$ cat src/rtl/fbg_pkg.sv
package fbg_pkg;
    localparam int unsigned SLOTS  = 16;
    localparam int unsigned SLOT_W = $clog2(SLOTS);

    typedef enum logic {
        SRC_PERIPH = 1'b0,
        SRC_PLL    = 1'b1
    } src_sel_e;

    typedef struct packed {
        logic period_end;
        logic bit_end;
    } tick_t;

    function automatic logic [SLOT_W-1:0] slot_next(input logic [SLOT_W-1:0] s);
        return (s == SLOT_W'(SLOTS - 1)) ? '0 : s + 1'b1;
    endfunction
endpackage

$ cat src/rtl/fbg_src_sel.sv
module fbg_src_sel
    import fbg_pkg::*;
(
    input  logic clk_sel,
    input  logic periph_ce,
    input  logic pll_ce,
    output logic src_ce
);
    src_sel_e sel_q;
    always_comb begin
        sel_q = src_sel_e'(clk_sel);
        unique case (sel_q)
            SRC_PLL: src_ce = pll_ce;
            default: src_ce = periph_ce;
        endcase
    end
endmodule

$ cat src/rtl/fbg_cfg_hold.sv
module fbg_cfg_hold #(
    parameter int unsigned DIV_W = 16,
    parameter int unsigned NSLOT = 16
) (
    input  logic             clk,
    input  logic             load,
    input  logic [DIV_W-1:0] div_in,
    input  logic [NSLOT-1:0] mask_in,
    output logic [DIV_W-1:0] div_q,
    output logic [NSLOT-1:0] mask_q
);
    always_ff @(posedge clk) begin
        if (load) begin
            div_q  <= div_in;
            mask_q <= mask_in;
        end
    end
endmodule

$ cat src/rtl/fbg_period_cnt.sv
module fbg_period_cnt #(
    parameter int unsigned DIV_W = 16
) (
    input  logic             clk,
    input  logic             rst,
    input  logic             run,
    input  logic             step,
    input  logic [DIV_W-1:0] div,
    input  logic             stretch,
    output logic             period_end
);
    localparam int unsigned CNT_W = DIV_W + 1;
    logic [CNT_W-1:0] cnt_q;
    logic [CNT_W-1:0] last_val;

    always_comb begin
        last_val   = {1'b0, div} + CNT_W'(stretch);
        period_end = run && step && (cnt_q == last_val);
    end

    always_ff @(posedge clk) begin
        if (rst || !run)     cnt_q <= '0;
        else if (period_end) cnt_q <= '0;
        else if (step)       cnt_q <= cnt_q + 1'b1;
    end
endmodule

$ cat src/rtl/fbg_slot_cnt.sv
module fbg_slot_cnt
    import fbg_pkg::*;
(
    input  logic              clk,
    input  logic              rst,
    input  logic              run,
    input  logic              adv,
    output logic [SLOT_W-1:0] slot,
    output logic              last
);
    always_comb last = (slot == SLOT_W'(SLOTS - 1));

    always_ff @(posedge clk) begin
        if (rst || !run) slot <= '0;
        else if (adv)    slot <= slot_next(slot);
    end
endmodule

$ cat src/rtl/frac_baud_gen.sv
module frac_baud_gen
    import fbg_pkg::*;
#(
    parameter int unsigned DIV_W = 16
) (
    input  logic             clk,
    input  logic             rst,
    input  logic             en,
    input  logic             clk_sel,
    input  logic             periph_ce,
    input  logic             pll_ce,
    input  logic [DIV_W-1:0] div_int,
    input  logic [SLOTS-1:0] slot_mask,
    output logic             samp_tick,
    output logic             bit_tick
);
    logic              src_ce;
    logic [DIV_W-1:0]  div_q;
    logic [SLOTS-1:0]  mask_q;
    logic [SLOT_W-1:0] slot;
    logic              slot_last;
    logic              load;
    tick_t             nxt, tick_q;

    fbg_src_sel u_sel (
        .clk_sel  (clk_sel),
        .periph_ce(periph_ce),
        .pll_ce   (pll_ce),
        .src_ce   (src_ce)
    );

    fbg_period_cnt #(.DIV_W(DIV_W)) u_per (
        .clk       (clk),
        .rst       (rst),
        .run       (en),
        .step      (src_ce),
        .div       (div_q),
        .stretch   (mask_q[slot]),
        .period_end(nxt.period_end)
    );

    fbg_slot_cnt u_slot (
        .clk (clk),
        .rst (rst),
        .run (en),
        .adv (nxt.period_end),
        .slot(slot),
        .last(slot_last)
    );

    always_comb begin
        nxt.bit_end = nxt.period_end && slot_last;
        load        = rst || !en || nxt.bit_end;
    end

    fbg_cfg_hold #(.DIV_W(DIV_W), .NSLOT(SLOTS)) u_cfg (
        .clk    (clk),
        .load   (load),
        .div_in (div_int),
        .mask_in(slot_mask),
        .div_q  (div_q),
        .mask_q (mask_q)
    );

    always_ff @(posedge clk) begin
        if (rst || !en) tick_q <= '0;
        else            tick_q <= nxt;
    end

    assign samp_tick = tick_q.period_end;
    assign bit_tick  = tick_q.bit_end;
endmodule

$ cat config.mk
export PLATFORM = sky130hd
export DESIGN_NAME = frac_baud_gen
export DESIGN_NICKNAME = d
export VERILOG_FILES = /design/src/rtl/fbg_pkg.sv /design/src/rtl/fbg_src_sel.sv /design/src/rtl/fbg_cfg_hold.sv /design/src/rtl/fbg_period_cnt.sv /design/src/rtl/fbg_slot_cnt.sv /design/src/rtl/frac_baud_gen.sv
export SDC_FILE = /design/constraint.sdc
export NUM_CORES = 1
export LEC_CHECK = 0
export BUFFER_PORTS_ARGS = -buffer_cell sky130_fd_sc_hd__buf_4
export CORE_UTILIZATION = 57
export CTS_CLUSTER_DIAMETER = 50
export DETAILED_ROUTE_END_ITERATION = 7
export PLACE_DENSITY_LB_ADDON = 0.3
export SYNTH_ARGS = -nofsm -noshare
export SYNTH_HDL_FRONTEND = slang
export SYNTH_SLANG_ARGS = --single-unit
$ cat constraint.sdc
create_clock -name clk -period 7.1 [get_ports clk]
set_input_delay 0 -clock clk [delete_from_list [all_inputs] [get_ports clk]]
set_output_delay 0 -clock clk [all_outputs]
set_load 0.01 [all_outputs]
==> results.py, run 1 <==
metrics = {
    "outcome": {
        "status": "finished with violations",
        "violations": "design-rule violations",
    },
    "drt": {
        "num_vias": 2175,
        "drc": 1,
        "vias_per_cell": 6.01,
        "first_pass_iters": 6,
        "wl_per_cell_um": 18.2,
        "antenna_left": 0,
        "drt-initial-drc-count": 210,
        "wl_mm": 6.59,
    },
    "final_layout": {
        "nFillCells": 282,
        "diodes": 0,
        "finalNetCount": 351,
        "area_delta_synth_final_pct": 26.1,
        "drive_above_1_share_pct": 19.4,
    },
    "yosys": {
        "synth_fp_nets": 281,
        "yosys.cell_types.count": 50,
        "yosysSeqAreaShare_pct": 52.0,
        "syn_avg_cell_area_um2": 11.4,
        "async_reset_ff_share_pct": 0,
        "ys.flop_type": "edfxtp_1",
        "synth_area_um2": 2730,
        "synthCells": 239,
        "ys_ff_latch": 55,
        "ys_warn_count": 0,
        "synth_edf_count": 32,
        "synth.most_common_cell": "edfxtp_1",
        "synth_top_area_share_pct": 35.2,
        "ys_top_cells_by_count": "edfxtp_1 (32), dfxtp_1 (23), nor3_1 (23), xnor2_1 (20), xor2_1 (14)",
        "synth_area_leaders": "edfxtp_1 (35%), dfxtp_1 (17%), xnor2_1 (6.4%), xor2_1 (4.5%), nor3_1 (4.2%)",
        "synth_top_area_cell": "edfxtp_1",
    },
    "timing": {
        "timing.final.hold_violations": 0,
        "worst_pin_slew_ps": 916,
        "tns_ps": 0,
        "slew_headroom_pct": 38.9,
        "max_freq_mhz": 206,
        "slew_violations": 0,
        "period_needed_ps": 4860,
        "rsz0062_at_grt": "false",
        "timing.final.crit_share_pct": 68.5,
        "worst_slack_ps": 2240,
        "clock_skew_ps": 14.1,
        "setup_viol": 0,
    },
    "critical_path": {
        "ff2ff_path_depth": 11,
        "crit_path_end_kind": "register",
        "worst-setup-path-type": "reg -> reg",
        "crit_fanout": 27,
        "startpoint_type": "register",
        "crit_arrival_ps": 4840,
        "cp.required_ps": 7080,
    },
    "cts": {
        "worstSkewPairLatency_ps": 310,
        "cts_tree": "yes",
        "holdBufCountCts": 32,
        "cts_buffers": 5,
        "cts_buffer_depth": 2,
        "cts.reportedPaths.clkPinSlew_ps": 90,
        "h-tree-depth": 2,
        "cts.root.buffer_cell": "clkbuf_8",
        "cts_setup_buffers": 0,
        "cts_sinks": 55,
        "cts-resized-gates": 0,
    },
    "floorplan": {
        "die_w_um": 71.2,
        "core_um2": 4470,
        "floorplan.die.height_um": 71.2,
        "pin_count": 40,
        "initial_utilization_pct": 61.1,
        "row_count": 24,
        "dieArea_um2": 5080,
    },
    "grt": {
        "antenna_found_initial": 0,
        "grtUsageTotal_pct": 27.9,
        "grt_overflow_total": 0,
        "grt_max_degree": 28,
        "grt_pass1_vias": 2133,
        "grt_pass1_wl_mm": 10.4,
    },
    "pwr": {
        "leakagePower_nw": 1.22,
        "vdd_drop_max_uv": 173,
        "powerDensity_nw_per_um2": 180,
    },
    "job": {
        "cap_violations": 0,
    },
    "place": {
        "gp_congestion": 1.00,
        "port_buffers": 39,
        "dp_slack_ps": 2330,
        "dp.final_hpwl_mm": 4.03,
    },
    "worst_hold_path": {
        "hold_class": "in -> reg",
        "hold_depth": 4,
    },
}
## flip-flops by register name, summed over array words and instances, names as in the netlist
signal        count
bit_tick          1
samp_tick         1
u_cfg.div_q      16
u_cfg.mask_q     16
u_per.cnt_q      17
u_slot.slot       4
## final timing paths
path                     endpoint  slack [ps]       startpoint
hold / removal     u_slot.slot[2]          60              rst
setup / recovery  u_cfg.div_q[12]        2240   u_slot.slot[0]
setup reg to reg  u_cfg.div_q[12]        2240   u_slot.slot[0]
hold reg to reg   u_per.cnt_q[11]         590  u_per.cnt_q[11]
## power by group
group	total, mW	internal, mW	leakage [nW]	switching, mW
Clock	0.171	0.0701	0.0385	0.101
Sequential	0.373	0.357	0.511	0.0158
Combinational	0.0767	0.0447	0.667	0.0320
Total	0.621	0.472	1.22	0.149
## cell usage in the layout (no fill, tap or decap), drive strengths merged, types with 2 or more instances in the layout
cell type | netlist | final
buf | 2 | 40
dlygate4sd3 | 0 | 32
edfxtp | 32 | 32
nor3 | 23 | 23
dfxtp | 23 | 23
xnor2 | 20 | 20
xor2 | 14 | 14
nand2 | 13 | 13
nor2 | 13 | 13
nand4 | 13 | 13
nand3 | 10 | 10
clkbuf | 7 | 7
mux4 | 5 | 5
and4 | 5 | 5
a21oi | 5 | 5
inv | 5 | 5
o21ai | 5 | 5
ha | 4 | 4
mux2i | 3 | 3
o21a | 2 | 2
or3 | 2 | 2
nand3b | 2 | 2
o211ai | 2 | 2
nand2b | 2 | 2
a31oi | 2 | 2
a211oi | 2 | 2
a31o | 2 | 2
and3 | 2 | 2
a2111oi | 2 | 2
## kinds of logic after synthesis
kind of cell | after synthesis | synth area share (%)
fa+ha+maj | 4 | 1.83
flops | 55 | 52.0
compound gates | 32 | 8.61
mux | 9 | 5.63
simple gates | 91 | 18.2
buf+inv | 14 | 2.84
xor+xnor | 34 | 10.9
## metrics by stage
stage | hold WS, ps | utilization, % | power [mW] | cell area, um2 | std cells
final | 64.3 | 77.0 | 0.621 | 3450 | 362
after global placement | 178 | 68.0 | 0.437 | 3040 | 322
after CTS | 54.8 | 77.0 | 0.613 | 3450 | 362
after detailed placement | 179 | 68.0 | 0.439 | 3040 | 322
after floorplan | 98.9 | - | 0.412 | 2730 | 239
after global routing | 56.2 | 77.0 | 0.640 | 3450 | 362
## layer usage
metal / global-route usage [%] / share of wire, %
met1: 33.2 / 40
met4: 10.7 / 2.1
met5: 0 / 0
met3: 5.34 / 4.7
met2: 50.1 / 53
## layout make-up
class	count	area, um2	share of cell area [%]
multi-input combinational	170	1240	35.9
clock buffer	7	76.3	2.21
inverter	5	18.8	0.544
tap	52	65.1	1.89
timing repair buffer	72	621	18.0
sequential	55	1420	41.2
clock inverter	1	7.51	0.218
## critical path, cell delays in order, from the launching register on
cell,delay [ps]
dfxtp_1,560
mux4_2,580
mux4_2,490
ha_1,240
ha_1,250
nand3_1,220
nor2_1,90
a211o_1,300
a222oi_1,740
nand3_1,290
o21ai_2,360
buf_4,400
Note: power is estimated with default switching activity, not from simulation.
==> run 2, diff against run 1 <==
Settings changed: ABC_AREA set to 1, CORE_UTILIZATION 57 to 58.
Clock period 7.1 ns to 4.55 ns, I/O delays scaled along.
==> results.py, run 2 <==
metrics = {
    "outcome": {
        "status": "finished with violations",
        "violations": "negative hold slack",
    },
    "critical_path": {
        "cp_top_family": "simple AND/OR/NAND/NOR gates",
        "crit_arrival_ps": 3990,
        "path_cells": "o21ai_0 -> o221ai_1 -> nand2_1 -> o21ai_0 -> ha_1 -> ha_1 -> inv_1 -> nor2_4 -> nand3_1 -> nand3_1 -> nand2_1 -> nor2_1 -> inv_1 -> nor2_4 -> nand3_1 -> nand2_1 -> buf_12",
        "cp.required_ps": 4580,
        "crit_fanout": 18,
        "ff2ff_setup_slack_ps": 590,
        "startpoint_type": "register",
        "worst-setup-path-type": "reg -> reg",
        "worst-path-buf-inv": 3,
        "max_stage_delay_ps": 610,
        "timing.rr.end": "u_cfg.mask_q[0]",
        "critPathSlowestCell": "dfxtp_1",
        "reg2reg_from": "u_slot.slot[0]",
        "crit_path_end_kind": "register",
        "ff2ff_path_depth": 17,
    },
    "floorplan": {
        "die_w_um": 74.3,
        "floorplan.die.height_um": 74.3,
        "initial_utilization_pct": 62.2,
        "pin_count": 40,
        "row_count": 25,
        "dieArea_um2": 5520,
        "core_um2": 4880,
    },
    "timing": {
        "period_needed_ps": 3960,
        "rsz0062_at_grt": "false",
        "setup_viol": 0,
        "timing.final.hold_violations": 1,
        "tns_ps": 0,
        "timing.final.crit_share_pct": 87.0,
        "slew_headroom_pct": 53.7,
        "clock_skew_ps": 10.6,
        "worst_pin_slew_ps": 693,
        "max_freq_mhz": 253,
        "fin_hold_ws_ps": -5.34,
        "slew_violations": 0,
    },
    "yosys": {
        "async_reset_ff_share_pct": 0,
        "synth_top_area_share_pct": 31.7,
        "ys_warn_count": 0,
        "synthCells": 372,
        "syn_avg_cell_area_um2": 8.15,
        "ys.flop_type": "edfxtp_1",
        "synth_area_um2": 3030,
        "yosys.cell_types.count": 31,
        "ys_top_cells_by_count": "nand2_1 (100), inv_1 (48), nor2_1 (42), edfxtp_1 (32), nand3_1 (29)",
        "yosysSeqAreaShare_pct": 46.9,
        "ys_ff_latch": 55,
        "synth.most_common_cell": "nand2_1",
        "synth_area_leaders": "edfxtp_1 (32%), dfxtp_1 (15%), nand2_1 (12%), inv_1 (5.9%), nor2_1 (5.2%)",
        "synth_top_area_cell": "edfxtp_1",
        "synth_edf_count": 32,
        "synth_fp_nets": 414,
    },
    "final_layout": {
        "final_area_um2": 3820,
        "finalNetCount": 490,
        "max_flop_register": "u_per.cnt_q",
        "nFillCells": 320,
        "drive_above_1_share_pct": 16.7,
        "utilization_pct": 78.3,
        "seqCellArea_um2": 1420,
        "largestRegisters": "u_per.cnt_q x17, u_cfg.div_q x16, u_cfg.mask_q x16",
        "diodes": 0,
        "area_delta_synth_final_pct": 26.0,
        "finalNonFillerCells": 516,
        "largest_reg_flops": 17,
        "multi_input_area_um2": 1390,
        "final_cell_mix": "nand2_1 (100), inv_1 (48), nor2_1 (42)",
        "mostFrequentLayoutCell": "nand2_1",
    },
    "pwr": {
        "swShare_pct": 26.0,
        "p_switching_uw": 259,
        "vdd_drop_max_uv": 197,
        "pwr-share-comb_pct": 14.6,
        "clkPwrFrac_pct": 27.0,
        "power_frac_seq_pct": 58.4,
        "total_power_uw": 993,
        "p_int_uw": 734,
        "powerDensity_nw_per_um2": 260,
        "leakagePower_nw": 1.64,
    },
    "place": {
        "gp_congestion": 0.940,
        "place_area_um2": 3390,
        "port_buffers": 39,
        "placed_cells": 474,
        "dp.final_hpwl_mm": 4.57,
    },
    "drt": {
        "vias_per_cell": 5.19,
        "wl_per_cell_um": 13.7,
        "drt-initial-drc-count": 220,
        "first_pass_iters": 6,
        "antenna_left": 0,
        "drc": 0,
        "num_vias": 2680,
        "wl_mm": 7.09,
    },
    "grt": {
        "grtUsageTotal_pct": 28.1,
        "grt_overflow_total": 0,
        "grt_pass1_vias": 2629,
        "antenna_found_initial": 0,
        "grt_max_degree": 19,
        "grt_pass1_wl_mm": 11.6,
    },
    "worst_hold_path": {
        "worstHoldEndpoint": "bit_tick",
        "hold_class": "in -> reg",
        "worstHoldStart": "en",
        "hold_depth": 3,
    },
    "cts": {
        "worstSkewPairLatency_ps": 310,
        "h-tree-depth": 2,
        "cts_buffers": 5,
        "cts_sinks": 55,
        "cts_tree": "yes",
        "cts.reportedPaths.clkPinSlew_ps": 100,
        "cts_buffer_depth": 2,
        "cts.root.buffer_cell": "clkbuf_8",
    },
    "job": {
        "cap_violations": 0,
    },
}
-- run 2: changes by cell type after synthesis, sizes merged, moves of 3 or more --
| cell | before | now |
|---|---|---|
| and4 | 5 | 0 |
| clkbuf | 7 | 2 |
| inv | 5 | 49 |
| mux4 | 5 | 0 |
| nand2 | 13 | 107 |
| nand3 | 10 | 29 |
| nor2 | 13 | 60 |
| nor3 | 23 | 2 |
| o21ai | 5 | 9 |
| o21bai | 0 | 3 |
| xnor2 | 20 | 7 |
-- run 2: cells by family after synthesis --
group           count (synthesis)  synth area share [%]
compound gates                 21                  4.37
xor+xnor                       23                  6.64
fa+ha+maj                       4                  1.65
buf+inv                        54                  7.26
flops                          55                  46.9
mux                             3                 0.990
simple gates                  212                  32.2
-- run 2: worst max-delay path by stage --
| stage | cells past startpoint | to | start | slack, ps |
|---|---|---|---|---|
| after CTS | 20 | u_cfg.div_q[13] | u_slot.slot[0] | 630 |
| final | 17 | u_cfg.mask_q[0] | u_slot.slot[0] | 590 |
| after global placement | 20 | u_cfg.mask_q[14] | u_slot.slot[0] | 830 |
| after detailed placement | 20 | u_cfg.div_q[13] | u_slot.slot[0] | 660 |
| after floorplan | 17 | u_cfg.div_q[0] | u_slot.slot[0] | 930 |
| after global routing | 19 | u_cfg.div_q[8] | u_slot.slot[0] | 220 |
-- run 2: power by group through the flow --
stage	Clock (mW)	Combinational (mW)	Sequential, mW
after global placement	0	0.114	0.589
after floorplan	0	0.0769	0.582
after global routing	0.293	0.159	0.582
after detailed placement	0	0.117	0.590
final	0.268	0.145	0.580
after CTS	0.274	0.140	0.578
-- run 2: worst register-to-register path, stage by stage (launching register included) --
cell	delay, ps
dfxtp_1	610
o21ai_0	200
o221ai_1	230
nand2_1	100
o21ai_0	170
ha_1	220
ha_1	200
inv_1	90
nor2_4	210
nand3_1	120
nand3_1	100
nand2_1	50
nor2_1	160
inv_1	100
nor2_4	200
nand3_1	130
nand2_1	540
buf_12	250
-- run 2: timing repair --
action,in CTS,in global routing
buffers inserted,0,0
resized for setup,0,0
endpoints found under the hold margin,34,0
hold buffers,34,0
-- run 2: cell type report --
type | count | share of cell area (%)
multi-input cells | 263 | 36.4
well taps | 67 | 2.19
clock buffers | 5 | 1.80
inverters | 49 | 4.81
clock inverters | 3 | 0.524
flip-flops and latches | 55 | 37.2
repair buffers | 74 | 17.1
-- run 2: layer usage --
layer / global-route usage (%) / up-vias / share of wire, %
met3: 6.37 / 17 / 6.4
li1: - / 1347 / -
met2: 50.0 / 124 / 51
met4: 11.1 / 0 / 2.3
met5: 0 / - / 0
met1: 32.8 / 1192 / 40
-- run 2: stage by stage --
stage	hold WS, ps	setup slack, ps
global placement	179	831
global route	1.31	216
detailed placement	179	664
finish	-5.34	593
floorplan	76.8	928
CTS	1.77	635
==> run 3, diff against run 2 <==
Settings changed: CORE_ASPECT_RATIO set to 0.7, CORE_UTILIZATION 58 to 52.
Clock period 4.55 ns to 3.48 ns, I/O delays scaled along.
==> results.py, run 3 (synthesis results as in run 2) <==
metrics = {
    "outcome": {
        "status": "finished, final reports clean",
    },
    "grt": {
        "grt_use_met1_pct": 32.2,
        "grt_pass1_wl_mm": 11.0,
        "grt_pass1_vias": 2414,
        "grt_max_degree": 26,
        "antenna_found_initial": 0,
        "use_met3_pct": 4.71,
        "busiest_layer": "met2",
        "grt_overflow_total": 0,
        "grtUsageTotal_pct": 23.7,
        "use_met2_pct": 37.7,
    },
    "critical_path": {
        "startpoint_type": "register",
        "cp_top_family": "simple AND/OR/NAND/NOR gates",
        "cp.required_ps": 3510,
        "worst-setup-path-type": "reg -> reg",
        "worst-path-buf-inv": 5,
        "reg2reg_from": "u_slot.slot[0]",
        "path_depth": 19,
        "timing.rr.end": "u_cfg.div_q[12]",
        "crit_fanout": 13,
        "max_stage_delay_ps": 400,
        "ff2ff_setup_slack_ps": 240,
        "ff2ff_path_depth": 19,
        "crit_arrival_ps": 3270,
        "crit_path_end_kind": "register",
        "critPathSlowestCell": "dfxtp_4",
        "path_cells": "inv_1 -> nor2_1 -> o32ai_1 -> o211ai_1 -> o21ai_0 -> ha_1 -> ha_1 -> inv_1 -> nor2_4 -> buf_4 -> nand3_1 -> nand3_1 -> nand2_1 -> nor2_1 -> inv_1 -> nor2_4 -> nand3_1 -> nand2_2 -> buf_4",
    },
    "final_layout": {
        "max_flop_register": "u_per.cnt_q",
        "finalNetCount": 495,
        "diodes": 0,
        "mostFrequentLayoutCell": "nand2_1",
        "area_delta_synth_final_pct": 27.6,
        "drive_above_1_share_pct": 18.5,
        "nFillCells": 419,
        "final_cell_mix": "nand2_1 (99), inv_1 (48), buf_4 (45)",
        "largestRegisters": "u_per.cnt_q x17, u_cfg.div_q x16, u_cfg.mask_q x16",
        "largest_reg_flops": 17,
    },
    "timing": {
        "timing.final.hold_violations": 0,
        "timing.final.crit_share_pct": 93.2,
        "worst_pin_slew_ps": 636,
        "fin_hold_ws_ps": 11.2,
        "clock_skew_ps": 4.49,
        "slew_headroom_pct": 57.5,
        "setup_viol": 0,
        "slew_violations": 0,
        "period_needed_ps": 3240,
        "max_freq_mhz": 308,
    },
    "cts": {
        "worstSkewPairLatency_ps": 310,
        "h-tree-depth": 2,
        "cts_tree": "yes",
        "cts_buffers": 5,
        "cts_buffer_depth": 2,
        "cts.reportedPaths.clkPinSlew_ps": 90,
        "cts_sinks": 55,
        "cts.root.buffer_cell": "clkbuf_8",
    },
    "place": {
        "port_buffers": 39,
        "dp.final_hpwl_mm": 4.85,
        "gp_congestion": 0.876,
    },
    "worst_hold_path": {
        "hold_class": "in -> reg",
        "hold_depth": 3,
        "worstHoldStart": "en",
        "worstHoldEndpoint": "samp_tick",
    },
    "floorplan": {
        "die_w_um": 93.3,
        "initial_utilization_pct": 55.9,
        "floorplan.die.height_um": 65.9,
        "row_count": 22,
        "pin_count": 40,
        "core_um2": 5420,
        "dieArea_um2": 6150,
    },
    "drt": {
        "antenna_left": 0,
        "first_pass_iters": 5,
        "vias_per_cell": 4.97,
        "drc": 0,
        "wl_per_cell_um": 12.8,
        "wl_mm": 6.74,
        "num_vias": 2615,
        "drt-initial-drc-count": 149,
    },
    "pwr": {
        "vdd_drop_max_uv": 219,
        "powerDensity_nw_per_um2": 335,
        "leakagePower_nw": 1.67,
        "total_power_mw": 1.30,
    },
    "job": {
        "cap_violations": 0,
    },
}
-- run 3: worst register-to-register path, cell delays in order, from the launching register on --
cell      delay [ps]
dfxtp_4          400
inv_1            150
nor2_1            60
o32ai_1          250
o211ai_1         110
o21ai_0          100
ha_1             230
ha_1             200
inv_1             90
nor2_4           190
buf_4            150
nand3_1           70
nand3_1           90
nand2_1           60
nor2_1           130
inv_1             80
nor2_4           100
nand3_1          140
nand2_2          130
buf_4            200
-- run 3: worst max path at each step --
stage                        start              end
floorplan           u_slot.slot[0]   u_cfg.div_q[0]
global placement    u_slot.slot[0]   u_cfg.div_q[6]
detailed placement  u_slot.slot[0]  u_cfg.div_q[12]
CTS                 u_slot.slot[1]  u_cfg.div_q[12]
global route        u_slot.slot[0]  u_cfg.div_q[12]
finish              u_slot.slot[0]  u_cfg.div_q[12]
-- run 3: area by class of cell --
cell class              count  area [um2]  area share [%]
flip-flops and latches     55        1430            36.8
well taps                  72        90.1            2.33
clock buffers               5        68.8            1.78
repair buffers             79         688            17.8
multi-input cells         263        1390            36.0
inverters                  49         184            4.75
clock inverters             3        20.0           0.517
-- run 3: metal layers --
layer	wire (um)	part of all wire, %
met2	3080	46
met1	3250	48
met3	300	4.5
met4	110	1.6
met5	0	0
-- run 3: through the flow --
stage / setup TNS [ps] / utilization (%) / instances / area [um2] / worst slack, ps
2_1_floorplan: 0 / - / 372 / 3040 / 150
3_3_place_gp: 0 / 62.9 / 480 / 3410 / 176
3_5_place_dp: 0 / 62.9 / 480 / 3410 / 24.0
4_1_cts: 0 / 70.6 / 521 / 3830 / 89.9
5_1_grt: -1.88 / 71.4 / 526 / 3870 / -1.51
6_report: 0 / 71.4 / 526 / 3870 / 238
-- run 3: report_power, final --
| group | internal (mW) | switching, mW | total, mW |
|---|---|---|---|
| clock network | 0.141 | 0.210 | 0.351 |
| registers | 0.727 | 0.0277 | 0.754 |
| logic | 0.0936 | 0.0969 | 0.191 |
| total | 0.961 | 0.335 | 1.30 |
-- run 3: what timing repair did --
action	in CTS	in global routing
setup endpoints to repair	8	33
pin swaps	0	3
setup buffers	0	5
hold endpoints to repair	34	0
resized for setup	1	2
hold buffers	33	0
